[src/rtl/bitop_pkg.sv]
package bitop_pkg;

  localparam int LAT_MAX = 8;
  localparam int LAT_W   = $clog2(LAT_MAX + 1);

  typedef enum logic [2:0] {
    OP_AND  = 3'd0,
    OP_OR   = 3'd1,
    OP_XOR  = 3'd2,
    OP_SETB = 3'd3,
    OP_CLRB = 3'd4,
    OP_SETC = 3'd5,
    OP_CLRC = 3'd6,
    OP_NOTC = 3'd7
  } op_e;

  typedef enum logic [2:0] {
    CLS_DIR  = 3'd0,
    CLS_SFR  = 3'd1,
    CLS_ACC  = 3'd2,
    CLS_PSW  = 3'd3,
    CLS_IND  = 3'd4,
    CLS_NONE = 3'd5,
    CLS_RSV6 = 3'd6,
    CLS_RSV7 = 3'd7
  } cls_e;

  localparam int PSW_CY = 0;

  function automatic logic is_logic_op(input op_e op);
    return (op == OP_AND) || (op == OP_OR) || (op == OP_XOR);
  endfunction

  function automatic logic is_bitwr_op(input op_e op);
    return (op == OP_SETB) || (op == OP_CLRB);
  endfunction

  function automatic logic is_mem_cls(input cls_e c);
    return (c == CLS_DIR) || (c == CLS_SFR) || (c == CLS_IND);
  endfunction

endpackage

[src/rtl/bitop_decode.sv]
module bitop_decode
  import bitop_pkg::*;
#(
  parameter int          AW        = 16,
  parameter logic [AW-1:0] HSR_BASE  = 16'hFE20,
  parameter logic [AW-1:0] HSR_LIMIT = 16'hFEFF
) (
  input  op_e              op_i,
  input  cls_e             cls_i,
  input  logic [AW-1:0]    addr_i,
  output logic             legal_o,
  output logic             fast_o,
  output logic [LAT_W-1:0] lat_o
);

  logic is_carry_op;
  logic [LAT_W-1:0] lat_logic;
  logic [LAT_W-1:0] lat_bitwr;

  assign fast_o      = (addr_i >= HSR_BASE) && (addr_i <= HSR_LIMIT);
  assign is_carry_op = (op_i == OP_SETC) || (op_i == OP_CLRC) || (op_i == OP_NOTC);

  always_comb begin
    if (is_carry_op) legal_o = (cls_i == CLS_NONE);
    else             legal_o = (cls_i <= CLS_IND);
  end

  always_comb begin
    unique case (cls_i)
      CLS_ACC:          lat_logic = LAT_W'(4);
      CLS_SFR, CLS_PSW: lat_logic = LAT_W'(7);
      CLS_DIR, CLS_IND: lat_logic = fast_o ? LAT_W'(6) : LAT_W'(7);
      default:          lat_logic = LAT_W'(2);
    endcase
  end

  always_comb begin
    unique case (cls_i)
      CLS_ACC: lat_bitwr = LAT_W'(4);
      CLS_SFR: lat_bitwr = LAT_W'(8);
      CLS_PSW: lat_bitwr = LAT_W'(6);
      CLS_DIR: lat_bitwr = fast_o ? LAT_W'(4) : LAT_W'(6);
      CLS_IND: lat_bitwr = fast_o ? LAT_W'(6) : LAT_W'(8);
      default: lat_bitwr = LAT_W'(2);
    endcase
  end

  always_comb begin
    if (is_carry_op)       lat_o = LAT_W'(2);
    else if (is_bitwr_op(op_i)) lat_o = lat_bitwr;
    else                   lat_o = lat_logic;
  end

  always_comb begin
    if (legal_o) begin
      AST_LAT_RANGE: assert (lat_o >= LAT_W'(2) && lat_o <= LAT_W'(LAT_MAX));
    end
  end

endmodule

[src/rtl/bitop_seq.sv]
module bitop_seq
  import bitop_pkg::*;
(
  input  logic             clk,
  input  logic             rst_n,
  input  logic             start_i,
  input  logic             legal_i,
  input  logic [LAT_W-1:0] lat_i,
  output logic             accept_o,
  output logic             busy_o,
  output logic [LAT_W-1:0] cnt_o,
  output logic             done_o,
  output logic             err_o
);

  logic             busy_q, busy_d;
  logic [LAT_W-1:0] cnt_q, cnt_d;
  logic [LAT_W-1:0] lat_q;
  logic             lat_en;
  logic             done_q, done_d;
  logic             err_q, err_d;

  assign accept_o = start_i && !busy_q && legal_i;
  assign lat_en   = accept_o;

  always_comb begin
    busy_d = busy_q;
    cnt_d  = cnt_q;
    done_d = 1'b0;
    err_d  = 1'b0;
    if (!busy_q) begin
      if (accept_o) begin
        busy_d = 1'b1;
        cnt_d  = LAT_W'(1);
      end else if (start_i) begin
        err_d = 1'b1;
      end
    end else if (cnt_q == lat_q) begin
      busy_d = 1'b0;
      done_d = 1'b1;
      cnt_d  = '0;
    end else begin
      cnt_d = cnt_q + LAT_W'(1);
    end
  end

  always_ff @(posedge clk or negedge rst_n) begin
    if (!rst_n) begin
      busy_q <= 1'b0;
      cnt_q  <= '0;
      done_q <= 1'b0;
      err_q  <= 1'b0;
    end else begin
      busy_q <= busy_d;
      cnt_q  <= cnt_d;
      done_q <= done_d;
      err_q  <= err_d;
    end
  end

  always_ff @(posedge clk or negedge rst_n) begin
    if (!rst_n)      lat_q <= LAT_W'(2);
    else if (lat_en) lat_q <= lat_i;
  end

  assign busy_o = busy_q;
  assign cnt_o  = cnt_q;
  assign done_o = done_q;
  assign err_o  = err_q;

  AST_DONE_PULSE: assert property (@(posedge clk) disable iff (!rst_n) done_q |=> !done_q);
  AST_DONE_IDLE:  assert property (@(posedge clk) disable iff (!rst_n) done_q |-> !busy_q);
  AST_ERR_IDLE:   assert property (@(posedge clk) disable iff (!rst_n) err_q |-> !busy_q && !done_q);
  AST_CNT_BOUND:  assert property (@(posedge clk) disable iff (!rst_n) busy_q |-> (cnt_q <= lat_q));
  AST_LAT_HELD:   assert property (@(posedge clk) disable iff (!rst_n) busy_q && $past(busy_q) |-> $stable(lat_q));

endmodule

[src/rtl/bitop_datapath.sv]
module bitop_datapath
  import bitop_pkg::*;
#(
  parameter int AW = 16
) (
  input  logic             clk,
  input  logic             rst_n,
  input  logic             accept_i,
  input  logic             busy_i,
  input  logic [LAT_W-1:0] cnt_i,
  input  op_e              op_i,
  input  cls_e             cls_i,
  input  logic [2:0]       bit_i,
  input  logic [AW-1:0]    addr_i,
  input  logic [7:0]       acc_i,
  input  logic [7:0]       mem_rdata_i,
  output logic [AW-1:0]    mem_addr_o,
  output logic             mem_rd_o,
  output logic             mem_wr_o,
  output logic [7:0]       mem_wdata_o,
  output logic [7:0]       acc_o,
  output logic             acc_we_o,
  output logic [7:0]       psw_o
);

  op_e           op_q;
  cls_e          cls_q;
  logic [2:0]    bit_q;
  logic [AW-1:0] addr_q;
  logic          cmd_en;

  logic [7:0]    data_q, data_d;
  logic          data_en;
  logic [7:0]    psw_q, psw_d;
  logic          psw_en;

  logic          ph_rd, ph_cap, ph_wb;
  logic          sel_bit;
  logic [7:0]    patched;
  logic          cy_new;

  assign cmd_en = accept_i;

  always_ff @(posedge clk or negedge rst_n) begin
    if (!rst_n) begin
      op_q   <= OP_SETC;
      cls_q  <= CLS_NONE;
      bit_q  <= '0;
      addr_q <= '0;
    end else if (cmd_en) begin
      op_q   <= op_i;
      cls_q  <= cls_i;
      bit_q  <= bit_i;
      addr_q <= addr_i;
    end
  end

  assign ph_rd  = busy_i && (cnt_i == LAT_W'(1));
  assign ph_cap = busy_i && (cnt_i == LAT_W'(2));
  assign ph_wb  = busy_i && (cnt_i == LAT_W'(3));

  always_comb begin
    unique case (cls_q)
      CLS_ACC: data_d = acc_i;
      CLS_PSW: data_d = psw_q;
      default: data_d = mem_rdata_i;
    endcase
  end
  assign data_en = ph_cap;

  always_ff @(posedge clk or negedge rst_n) begin
    if (!rst_n)       data_q <= '0;
    else if (data_en) data_q <= data_d;
  end

  assign sel_bit = data_q[bit_q];

  always_comb begin
    patched        = data_q;
    patched[bit_q] = (op_q == OP_SETB);
  end

  always_comb begin
    unique case (op_q)
      OP_AND:  cy_new = psw_q[PSW_CY] & sel_bit;
      OP_OR:   cy_new = psw_q[PSW_CY] | sel_bit;
      OP_XOR:  cy_new = psw_q[PSW_CY] ^ sel_bit;
      OP_SETC: cy_new = 1'b1;
      OP_CLRC: cy_new = 1'b0;
      OP_NOTC: cy_new = ~psw_q[PSW_CY];
      default: cy_new = psw_q[PSW_CY];
    endcase
  end

  always_comb begin
    psw_d  = psw_q;
    psw_en = 1'b0;
    if (ph_rd && cls_q == CLS_NONE) begin
      psw_d[PSW_CY] = cy_new;
      psw_en        = 1'b1;
    end else if (ph_wb && is_logic_op(op_q)) begin
      psw_d[PSW_CY] = cy_new;
      psw_en        = 1'b1;
    end else if (ph_wb && is_bitwr_op(op_q) && cls_q == CLS_PSW) begin
      psw_d  = patched;
      psw_en = 1'b1;
    end
  end

  always_ff @(posedge clk or negedge rst_n) begin
    if (!rst_n)      psw_q <= '0;
    else if (psw_en) psw_q <= psw_d;
  end

  assign mem_addr_o  = addr_q;
  assign mem_rd_o    = ph_rd && is_mem_cls(cls_q);
  assign mem_wr_o    = ph_wb && is_bitwr_op(op_q) && is_mem_cls(cls_q);
  assign mem_wdata_o = patched;
  assign acc_o       = patched;
  assign acc_we_o    = ph_wb && is_bitwr_op(op_q) && (cls_q == CLS_ACC);
  assign psw_o       = psw_q;

  AST_RW_EXCL:       assert property (@(posedge clk) disable iff (!rst_n) !(mem_rd_o && mem_wr_o));
  AST_ADDR_HELD:     assert property (@(posedge clk) disable iff (!rst_n) busy_i && $past(busy_i) |-> $stable(mem_addr_o));
  AST_WR_AFTER_RD:   assert property (@(posedge clk) disable iff (!rst_n) mem_wr_o |-> $past(mem_rd_o, 2));
  AST_LOGIC_NO_WRITE: assert property (@(posedge clk) disable iff (!rst_n) busy_i && is_logic_op(op_q) |-> !mem_wr_o && !acc_we_o);
  AST_PSW_IDLE_HOLD: assert property (@(posedge clk) disable iff (!rst_n) !$past(busy_i) |-> $stable(psw_q));
  AST_NO_STROBE_IDLE: assert property (@(posedge clk) disable iff (!rst_n) !busy_i |-> !mem_rd_o && !mem_wr_o && !acc_we_o);

endmodule

[src/rtl/bitop_unit.sv]
module bitop_unit
  import bitop_pkg::*;
#(
  parameter int              AW        = 16,
  parameter logic [AW-1:0]   HSR_BASE  = 16'hFE20,
  parameter logic [AW-1:0]   HSR_LIMIT = 16'hFEFF
) (
  input  logic          clk,
  input  logic          rst_n,
  input  logic          start_i,
  input  logic [2:0]    op_i,
  input  logic [2:0]    cls_i,
  input  logic [2:0]    bit_i,
  input  logic [AW-1:0] addr_i,
  input  logic [7:0]    acc_i,
  output logic [7:0]    acc_o,
  output logic          acc_we_o,
  output logic [AW-1:0] mem_addr_o,
  output logic          mem_rd_o,
  output logic          mem_wr_o,
  output logic [7:0]    mem_wdata_o,
  input  logic [7:0]    mem_rdata_i,
  output logic [7:0]    psw_o,
  output logic          carry_o,
  output logic          busy_o,
  output logic          done_o,
  output logic          err_o
);

  op_e              op_t;
  cls_e             cls_t;
  logic             legal;
  logic             fast;
  logic [LAT_W-1:0] lat;
  logic             accept;
  logic             busy;
  logic [LAT_W-1:0] cnt;

  assign op_t  = op_e'(op_i);
  assign cls_t = cls_e'(cls_i);

  bitop_decode #(
    .AW        (AW),
    .HSR_BASE  (HSR_BASE),
    .HSR_LIMIT (HSR_LIMIT)
  ) i_decode (
    .op_i    (op_t),
    .cls_i   (cls_t),
    .addr_i  (addr_i),
    .legal_o (legal),
    .fast_o  (fast),
    .lat_o   (lat)
  );

  bitop_seq i_seq (
    .clk      (clk),
    .rst_n    (rst_n),
    .start_i  (start_i),
    .legal_i  (legal),
    .lat_i    (lat),
    .accept_o (accept),
    .busy_o   (busy),
    .cnt_o    (cnt),
    .done_o   (done_o),
    .err_o    (err_o)
  );

  bitop_datapath #(.AW(AW)) i_dp (
    .clk         (clk),
    .rst_n       (rst_n),
    .accept_i    (accept),
    .busy_i      (busy),
    .cnt_i       (cnt),
    .op_i        (op_t),
    .cls_i       (cls_t),
    .bit_i       (bit_i),
    .addr_i      (addr_i),
    .acc_i       (acc_i),
    .mem_rdata_i (mem_rdata_i),
    .mem_addr_o  (mem_addr_o),
    .mem_rd_o    (mem_rd_o),
    .mem_wr_o    (mem_wr_o),
    .mem_wdata_o (mem_wdata_o),
    .acc_o       (acc_o),
    .acc_we_o    (acc_we_o),
    .psw_o       (psw_o)
  );

  assign busy_o  = busy;
  assign carry_o = psw_o[PSW_CY];

  AST_FAST_WINDOW: assert property (@(posedge clk) disable iff (!rst_n)
    accept && (cls_t == CLS_DIR) && (op_t == OP_SETB || op_t == OP_CLRB) |-> (lat == (fast ? 4'd4 : 4'd6)));
  AST_CARRY_MIRROR: assert property (@(posedge clk) disable iff (!rst_n) carry_o == psw_o[0]);

endmodule

[config.mk]
export PLATFORM = sky130hd
export DESIGN_NAME = bitop_unit
export DESIGN_NICKNAME = d
export VERILOG_FILES = /design/src/rtl/bitop_pkg.sv /design/src/rtl/bitop_decode.sv /design/src/rtl/bitop_seq.sv /design/src/rtl/bitop_datapath.sv /design/src/rtl/bitop_unit.sv
export SDC_FILE = /design/constraint.sdc
export NUM_CORES = 1
export LEC_CHECK = 0
export BUFFER_PORTS_ARGS = -buffer_cell sky130_fd_sc_hd__buf_2
export CORE_MARGIN = 4
export CORE_UTILIZATION = 25
export CTS_CLUSTER_DIAMETER = 40
export CTS_CLUSTER_SIZE = 25
export DETAILED_ROUTE_END_ITERATION = 8
export GPL_ROUTABILITY_DRIVEN = 1
export PLACE_DENSITY = 0.54
export SLEW_MARGIN = 20
export SYNTH_ARGS = -nofsm -noshare
export SYNTH_HDL_FRONTEND = slang
export SYNTH_SLANG_ARGS = --single-unit
[constraint.sdc]
create_clock -name clk -period 2.6 [get_ports clk]
set_clock_uncertainty 0.2 [all_clocks]
set_input_delay 0.39 -clock clk [delete_from_list [all_inputs] [get_ports clk]]
set_output_delay 0.39 -clock clk [all_outputs]
set_load 0.02 [all_outputs]
# Yosys cells after proc, flatten, opt, wreduce, memory -nomap -nowiden
# Index checks and enable logic that the tools add are counted.
# totals
regBits	52
out_inout_bits	47
word_cells	114
# classes
add_sub_neg	1
order_cmp	5
n_eq_ne	26
muxes	32
bitwise_logic	6
n_reduce_logical	32
# ops
op	count
$eq 3x3->1 const B	12
$mux 4	6
$eq 3x2->1 const B	7
$pmux 4 s5	1
$mux 1	18
$ge 16x16->1 const B	1
$le 16x16->1 const B	1
$pmux 8 s2	1
$logic_and 1x1->1	14
$pmux 4 s3	1
$eq 3x1->1 const B	3
$logic_not 3->1	3
$bwmux 8	1
$eq 4x2->1 const B	2
$logic_or 1x1->1	8
$pmux 1 s6	1
$add 4x1->4 const B	1
$eq 4x1->1 const B	1
$eq 4x4->1	1
$lt 3x4->1 const B	1
$reduce_and 4->1	1
$reduce_or 2->1	2
$bmux 1 s3	1
$demux 1 s3	1
other kinds (11)	13

# Longest topological paths before layout
# Gate-level depths: netlist of run 1.
# depth
depth_word	8
mapped_depth	12
mapped_depth_nobuf	11

# Cells and area by module
# Synthesis of run 1 repeated with hierarchy kept, for this count alone.
# hier_totals
cells_unflattened	279
hier_area_um2	2962.8
# by_module_without_submodules
module	instances	cells_each	area_each_um2	seq_area_each_um2
bitop_datapath	1	194	2213.4	1031.0
bitop_seq	1	51	514.2	276.5
bitop_decode	1	33	227.7	0.0
bitop_unit	1	1	7.5	0.0

# Least setup slack after synthesis of run 1
# OpenSTA, ideal clock, no wires.
# synth_path
kind	reg2out
startpoint	register i_seq.busy_q, in the netlist i_seq.busy_o
endpoint	output port mem_wr_o
arrival_time_ns	1.727
slack_ns	0.283
path_stages_with_launch	6
path_buffers	1
path_cell_list	dfrtp_1 > clkbuf_1 > inv_2 > nor3_2 > o211ai_1 > a211oi_1
# synth_via
elab_chain_len	3
# synth_lines
element	line_no	source
start: declaration	bitop_seq.sv:16	logic busy_q, busy_d;
start signal: assignment	bitop_seq.sv:54	busy_q <= busy_d;
$logic_and 1x1->1	bitop_datapath.sv:60	assign ph_wb = busy_i && (cnt_i == LAT_W'(3));
$logic_and 1x1->1 (2 in a row)	bitop_datapath.sv:117	assign mem_wr_o = ph_wb && is_bitwr_op(op_q) && is_mem_cls(cls_q);
end: declaration	bitop_unit.sv:20	output logic mem_wr_o,
# Every way passes these cells.

# Worst setup path in the final report of run 1
# layout_path
startpoint	register i_dp.bit_q[0]
endpoint	output port acc_o[1]
# layout_via
elab_chain_len	5
word_cells_on_any_way	6
# layout_lines
element	line_no	source
start: declaration	bitop_datapath.sv:28	logic [2:0] bit_q;
start signal: assignment	bitop_datapath.sv:53	bit_q <= bit_i;
$lt 3x4->1 (implied by the code) or $ge 3x1->1 (tied branches)	bitop_datapath.sv:80	patched[bit_q] = (op_q == OP_SETB);
$logic_and 1x1->1 (implied by the code)	bitop_datapath.sv:80	
$mux 1 (implied by the code)	bitop_datapath.sv:80	
$demux 1 s3 *	-	
$bwmux 8 *	bitop_datapath.sv:80	
end: declaration	bitop_unit.sv:16	output logic [7:0] acc_o,
# Every way passes the cells marked *; elsewhere a longest branch is shown, timed or not.

==> results of run 1 <==
-- report_power, final --
part	internal (mW)	switching, mW
logic	0.978	1.18
clock network	0.411	0.288
registers	1.20	0.400
-- path summary, 6_finish.rpt --
path | startpoint | endpoint
max | i_dp.bit_q[0]$_DFFE_PN0P_ | acc_o[1]
min | addr_i[15] | i_dp.mem_addr_o[15]$_DFFE_PN0P_
max reg2reg | i_dp.bit_q[0]$_DFFE_PN0P_ | i_dp.psw_o[0]$_DFFE_PN0N_
min reg2reg | i_dp.mem_addr_o[15]$_DFFE_PN0P_ | i_dp.mem_addr_o[15]$_DFFE_PN0P_
max in group asynchronous | rst_n | i_dp.bit_q[2]$_DFFE_PN0P_
min in group asynchronous | rst_n | i_dp.mem_addr_o[12]$_DFFE_PN0P_
-- cells in the mapped netlist (2+ instances only) --
| cell | n | area share, % |
|---|---|---|
| dfrtp_1 | 47 | 39 |
| mux2_4 | 23 | 12 |
| nand2_1 | 23 | 2.9 |
| nor2_1 | 18 | 2.3 |
| a21oi_1 | 15 | 2.5 |
| o21ai_1 | 13 | 2.2 |
| buf_4 | 10 | 2.5 |
| o21ai_0 | 10 | 1.7 |
| mux2i_1 | 9 | 3.0 |
| mux2_1 | 8 | 3.0 |
| mux2_2 | 8 | 3.0 |
| clkbuf_1 | 7 | 0.88 |
| nor2b_1 | 7 | 1.5 |
| inv_1 | 6 | 0.75 |
| nor3_1 | 6 | 1.0 |
| nor3b_1 | 6 | 1.5 |
| dfstp_2 | 5 | 4.4 |
| ha_1 | 5 | 2.1 |
| nand2b_1 | 4 | 0.84 |
| nand3_1 | 4 | 0.67 |
| xnor2_1 | 4 | 1.2 |
| a31oi_1 | 3 | 0.63 |
| o22ai_1 | 3 | 0.63 |
| a21o_1 | 2 | 0.50 |
| and3_1 | 2 | 0.42 |
| and3b_1 | 2 | 0.59 |
| buf_6 | 2 | 0.75 |
| buf_8 | 2 | 1.0 |
| nand4_1 | 2 | 0.42 |
| o211ai_1 | 2 | 0.50 |
-- final cells by class --
cell class / count / area (um2)
Timing Repair Buffer: 97 / 505
Sequential cell: 52 / 1310
Multi-Input combinational cell: 197 / 1490
Clock buffer: 8 / 156
Fill cell: 1161 / 7900
Inverter: 7 / 26.3
Tap cell: 143 / 179
-- worst reg2reg max path: stages (launching register included) --
cell	delay [ns]
dfrtp_1	0.56
nor2b_1	0.26
nand2_1	0.07
o21ai_0	0.07
a21oi_1	0.10
o211a_1	0.13
ha_1	0.17
a21oi_1	0.14
nor3_1	0.05
a2111oi_0	0.37
a311o_1	0.16
-- flip-flops by register name (all words and copies together), names as in the netlist --
register / count
i_dp.psw_o: 8
i_seq.busy_o: 1
i_dp.op_q: 3
i_seq.lat_q: 4
i_dp.cls_q: 3
i_dp.bit_q: 3
i_dp.data_q: 8
i_dp.mem_addr_o: 16
i_seq.err_o: 1
i_seq.done_o: 1
i_seq.cnt_o: 4
-- cells by family after synthesis --
group | share of synthesized area [%]
buffers and inverters | 6.33
XOR/XNOR | 1.17
AND/OR/NAND/NOR | 14.8
adder cells (fa/ha/maj) | 2.10
AO/OA/AOI/OAI | 11.1
flip-flops | 43.8
multiplexers | 20.6
-- per-layer routing --
metal	wire length (um)	vias to the layer above	track usage [%]
li1	-	1139	-
met1	3390	1067	14.7
met2	3270	61	16.7
met3	383	4	2.42
met4	46	0	2.52
met5	0	-	0
==> metrics.md, run 1 <==
| Metric | Value |
|---|---|
| Outcome | `completed` |
| Initial antenna violation count | `0` |
| Max_cap viols | `0` |
| Final Slew Violations | `0` |
| Cell Rows | `39` |
| CTS resizes | `0` |
| Class of the worst hold path | `in2reg` |
| Worst-Margin Slew | `0.701 ns` |
| GR Overflow Total | `0` |
| Area Overhead vs Synth | `22.7%` |
| Clock Root Buffer | `clkbuf_16` |
| Dpl ws | `0.281 ns` |
| # placed instances | `495` |
| Clock buffer depth | `2` |
| Number of post-CTS setup repair buffers | `0` |
| Vias in the first global route | `2251` |
| Yosys synthesis warning count | `0` |
| Cts bufs inserted | `5` |
| Number of diodes | `0` |
| Hold Crit Depth | `2` |
| Clock sink total | `52` |
| Slew margin rel. | `53.3%` |
| WP data arrival | `1.83 ns` |
| Routed Antenna Nets | `0` |
| Post-Route WL | `7090 um` |
| Clk_lat worst skew | `0.29 ns` |
| Leak pwr | `1.78 nW` |
| Power per cell area | `1220 nW/um2` |
| DRT Pass-1 Iters | `4` |
| EDFF count, synth | `0` |
| Hpwl dp | `5510 um` |
| Buf/Inv on CP | `1` |
| Critical path required time | `2.01 ns` |
| Share of cells above drive strength 1 | `39.9%` |
| Synth async-reset ratio | `100%` |
| Setup TNS | `0 ns` |
| Synth cell types | `51` |
| Syn nets | `328` |
| Final Hold Fails | `0` |
| H-tree depth | `2` |
| Ys flop type | `dfrtp_1` |
| Largest net degree at the start of global routing | `36` |
| Mean post-synth cell area | `10.7 um2` |
| Die Y | `117 um` |
| R2r worst-path depth | `10` |
| Full die area | `13700 um2` |
| CTS clock-pin slew for the worst setup and hold paths | `0.07 ns` |
| Commonest cells after routing, fill and taps aside | `buf_2 (90), dfrtp_1 (47), nand2_1 (23), mux2_4 (23), nor2_1 (18)` |
| Setup-failing EPs final | `0` |
| Tot Pwr | `4.45 mW` |
| Delay-heaviest family, CP | `flip-flops` |
| Layout Cells excl Fill | `504` |
| Post-synthesis register bit count | `52` |
| Vias | `2271` |
| First-pass GRT wire length | `11400 um` |
| Port bufs | `90` |
| Largest fanout on the critical path | `13` |
| Max VDD drop | `0.503 mV` |
| FMAX | `0.413 GHz` |
| CP endpoint kind | `primary output` |
| Fin area | `3660 um2` |
| Post-route DRC | `0` |
| CP Cell Sequence | `nor2b_1 > nor2b_1 > mux2_1 > buf_2` |
| RSZ-0062 raised after global routing | `false` |
| Seq/Total Area, Yosys | `43.8%` |
| RePlAce Congestion | `0.800` |
| Total track usage | `10.6%` |
| Critical path startpoint category | `flop` |
| CTS Hold Bufs | `1` |
| Post-Synthesis Cells | `279` |
| Worst-path cell with the longest stage delay | `dfrtp_1` |
| Flop2flop setup slack | `0.25 ns` |
| Worst Setup Slack, final | `0.179 ns` |
| Via density | `4.51` |
| Final min period | `2.42 ns` |
| Post-placement cell area | `3500 um2` |
| Hold WS | `0.132 ns` |
| Initial Utilization | `25.8%` |
| Commonest non-fill, non-tap cell in the layout | `buf_2` |
| Critical path type | `reg2out` |
| Crit-path most repeated cell | `nor2b_1` |
| Nets@finish | `409` |
| Core area | `11600 um2` |
| Initial DRC count | `98` |
| Core Util, Final | `31.7%` |
| Routed len/inst | `14.1 um` |
| CTS tree | `built` |
| CP Depth | `4` |
| CP peak stage delay | `0.56 ns` |
| Final period util | `93.1%` |
| Top-level I/O count | `91` |
| Mapped Area | `2980 um2` |
| Die X | `117 um` |
Power figures use the tool's default switching activity.
==> inputs of run 2 (changes only) <==
- CTS_BUF_LIST: default -> sky130_fd_sc_hd__clkbuf_4
- SKIP_CTS_REPAIR_TIMING: default -> 1
==> run 2 against run 1 <==
Compared with the run above: fmax is 0.47% higher; cell count is 0.20% higher; die area stayed put; sequential share of layout area is 1.1 points higher; setup slack better by 0.011 ns; via count is 0.22% lower; sequential power hardly changed; largest power group unchanged.
==> metrics.md, run 2 (synthesis gave the netlist of run 1 again) <==
| Metric | Value |
|---|---|
| Outcome | `completed` |
| Initial DRC count | `70 (-29%)` |
| CTS tree | `built` |
| Psw | `1.83 mW (-1.7%)` |
| Net Sw Frac | `44.4% (+2.5 points)` |
| CTS clock-pin slew for the worst setup and hold paths | `0.17 ns (+0.10 ns)` |
| Cell Rows | `39 (unchanged)` |
| FMAX | `0.415 GHz (+0.47%)` |
| Worst-path cell with the longest stage delay | `dfstp_2` |
| Port bufs | `90 (unchanged)` |
| Power per cell area | `1160 nW/um2 (-4.8%)` |
| GR Overflow Total | `0 (unchanged)` |
| RSZ-0062 raised after global routing | `false` |
| Worst r2r src | `i_dp.bit_q[0]$_DFFE_PN0P_` |
| Worst Setup SP | `i_dp.op_q[2]$_DFFE_PN1P_` |
| Initial antenna violation count | `0 (unchanged)` |
| Die Y | `117 um (unchanged)` |
| Post-placement cell area | `3500 um2 (unchanged)` |
| Min-Delay Startpoint | `bit_i[0]` |
| Post-route DRC | `0 (unchanged)` |
| CP Depth | `5 (+1)` |
| Fin area | `3570 um2 (-2.6%)` |
| Clock sink total | `52 (unchanged)` |
| Combinational power share | `52.4% (+4.0 points)` |
| Clock buffer depth | `2 (unchanged)` |
| CP Cell Sequence | `nand2b_1 > nor2_1 > o211ai_1 > a211oi_1 > buf_2` |
| R2r worst-path depth | `9 (-1)` |
| Clk_lat worst skew | `0.37 ns (+0.08 ns)` |
| Multi-input gate area | `1490 um2 (+0.17%)` |
| Routed len/inst | `14.0 um (-0.58%)` |
| Top-level I/O count | `91 (unchanged)` |
| Slew margin rel. | `53.2% (-0.082 points)` |
| Largest fanout on the critical path | `7 (-6)` |
| Max_cap viols | `0 (unchanged)` |
| Hold Crit Depth | `2 (unchanged)` |
| Full die area | `13700 um2 (unchanged)` |
| Nets@finish | `409 (unchanged)` |
| Largest net degree at the start of global routing | `36 (unchanged)` |
| DRT Pass-1 Iters | `6 (+2)` |
| Max VDD drop | `0.471 mV (-6.4%)` |
| Seq pwr share | `38.8% (+2.9 points)` |
| FF+latch area | `1310 um2 (+0.29%)` |
| First-pass GRT wire length | `11400 um (-0.48%)` |
| Delay-heaviest family, CP | `flip-flops` |
| Flop2flop setup slack | `0.32 ns (+0.07 ns)` |
| Core area | `11600 um2 (unchanged)` |
| Via density | `4.49 (-0.42%)` |
| Setup TNS | `0 ns (unchanged)` |
| Commonest non-fill, non-tap cell in the layout | `buf_2` |
| Critical path startpoint category | `flop` |
| Initial Utilization | `25.8% (unchanged)` |
| Final Hold Fails | `0 (unchanged)` |
| Vias in the first global route | `2241 (-0.44%)` |
| Total track usage | `10.5% (-0.043 points)` |
| Post-Route WL | `7060 um (-0.38%)` |
| Critical path type | `reg2out` |
| Die X | `117 um (unchanged)` |
| CP endpoint kind | `primary output` |
| Commonest cells after routing, fill and taps aside | `buf_2 (90), dfrtp_1 (44), nand2_1 (23), mux2_4 (23), nor2_1 (18)` |
| Worst-Margin Slew | `0.702 ns (+0.00123 ns)` |
| Hpwl dp | `5510 um (unchanged)` |
| Buf/Inv on CP | `1 (unchanged)` |
| Class of the worst hold path | `in2reg` |
| Leak pwr | `1.73 nW (-2.8%)` |
| RePlAce Congestion | `0.800 (unchanged)` |
| Clock share of power | `8.8% (-6.9 points)` |
| Area Overhead vs Synth | `19.5%` |
| Clock Root Buffer | `clkbuf_4` |
| Final period util | `92.7% (-0.44 points)` |
| Cts bufs inserted | `5 (unchanged)` |
| Setup-failing EPs final | `0 (unchanged)` |
| Critical path required time | `2.01 ns (about the same)` |
| Final Slew Violations | `0 (unchanged)` |
| Vias | `2266 (-0.22%)` |
| Share of cells above drive strength 1 | `40.7% (+0.83 points)` |
| Fillers | `1169 (+0.69%)` |
| Final min period | `2.41 ns (-0.0114 ns)` |
| CP peak stage delay | `0.61 ns (+0.05 ns)` |
| H-tree depth | `2 (unchanged)` |
| Largest register FFs | `16 (unchanged)` |
| Pint | `2.30 mW (-11%)` |
| Routed Antenna Nets | `0 (unchanged)` |
| WP data arrival | `1.82 ns (about the same)` |
## run 2: cell count changes in the layout (fill, tap and decap cells not counted), sizes merged
cell,previous run,this run
clkinv,0,2
diode,0,1
clkbuf,8,6
## run 2: layer usage
metal	wire [um]	vias up	part of all wire (%)	GRT usage (%)
met5	0	-	0	0
met4	66	0	0.93	2.29
met3	384	5	5.4	2.57
met2	3270	60	46	16.7
met1	3340	1056	47	14.6
li1	-	1145	-	-
## run 2: layout make-up
cell class,count,share of cell area (%)
Clock buffer,6,1.26
Tap cell,143,5.02
Inverter,7,0.737
Timing Repair Buffer,97,14.2
Clock inverter,2,0.210
Antenna cell,1,0.0702
Sequential cell,52,36.8
Multi-Input combinational cell,197,41.8
## run 2: path summary, 6_finish.rpt
check / end
max: mem_wr_o
min: i_dp.bit_q[0]$_DFFE_PN0P_
max reg2reg: i_dp.psw_o[0]$_DFFE_PN0N_
min reg2reg: i_dp.mem_addr_o[15]$_DFFE_PN0P_
max in group asynchronous: i_dp.bit_q[2]$_DFFE_PN0P_
min in group asynchronous: i_dp.psw_o[0]$_DFFE_PN0N_
## run 2: stage by stage
step,util (%),hold slack [ns],std cells,setup slack [ns],power [mW]
floorplan,-,-0.106,279,0.283,3.22
global placement,30.2,0.267,495,0.325,3.77
detailed placement,30.2,0.279,495,0.281,3.80
CTS,30.7,-0.130,503,0.0506,4.19
global route,30.8,0.0176,504,0.0316,4.51
finish,30.8,0.0476,505,0.191,4.13
## run 2: power by group through the flow
stage | Combinational [mW] | Sequential [mW] | Clock, mW
4_1_cts | 2.19 | 1.60 | 0.390
3_3_place_gp | 2.17 | 1.60 | 0
2_1_floorplan | 1.55 | 1.67 | 0
3_5_place_dp | 2.19 | 1.61 | 0
5_1_grt | 2.40 | 1.69 | 0.427
6_report | 2.16 | 1.60 | 0.363
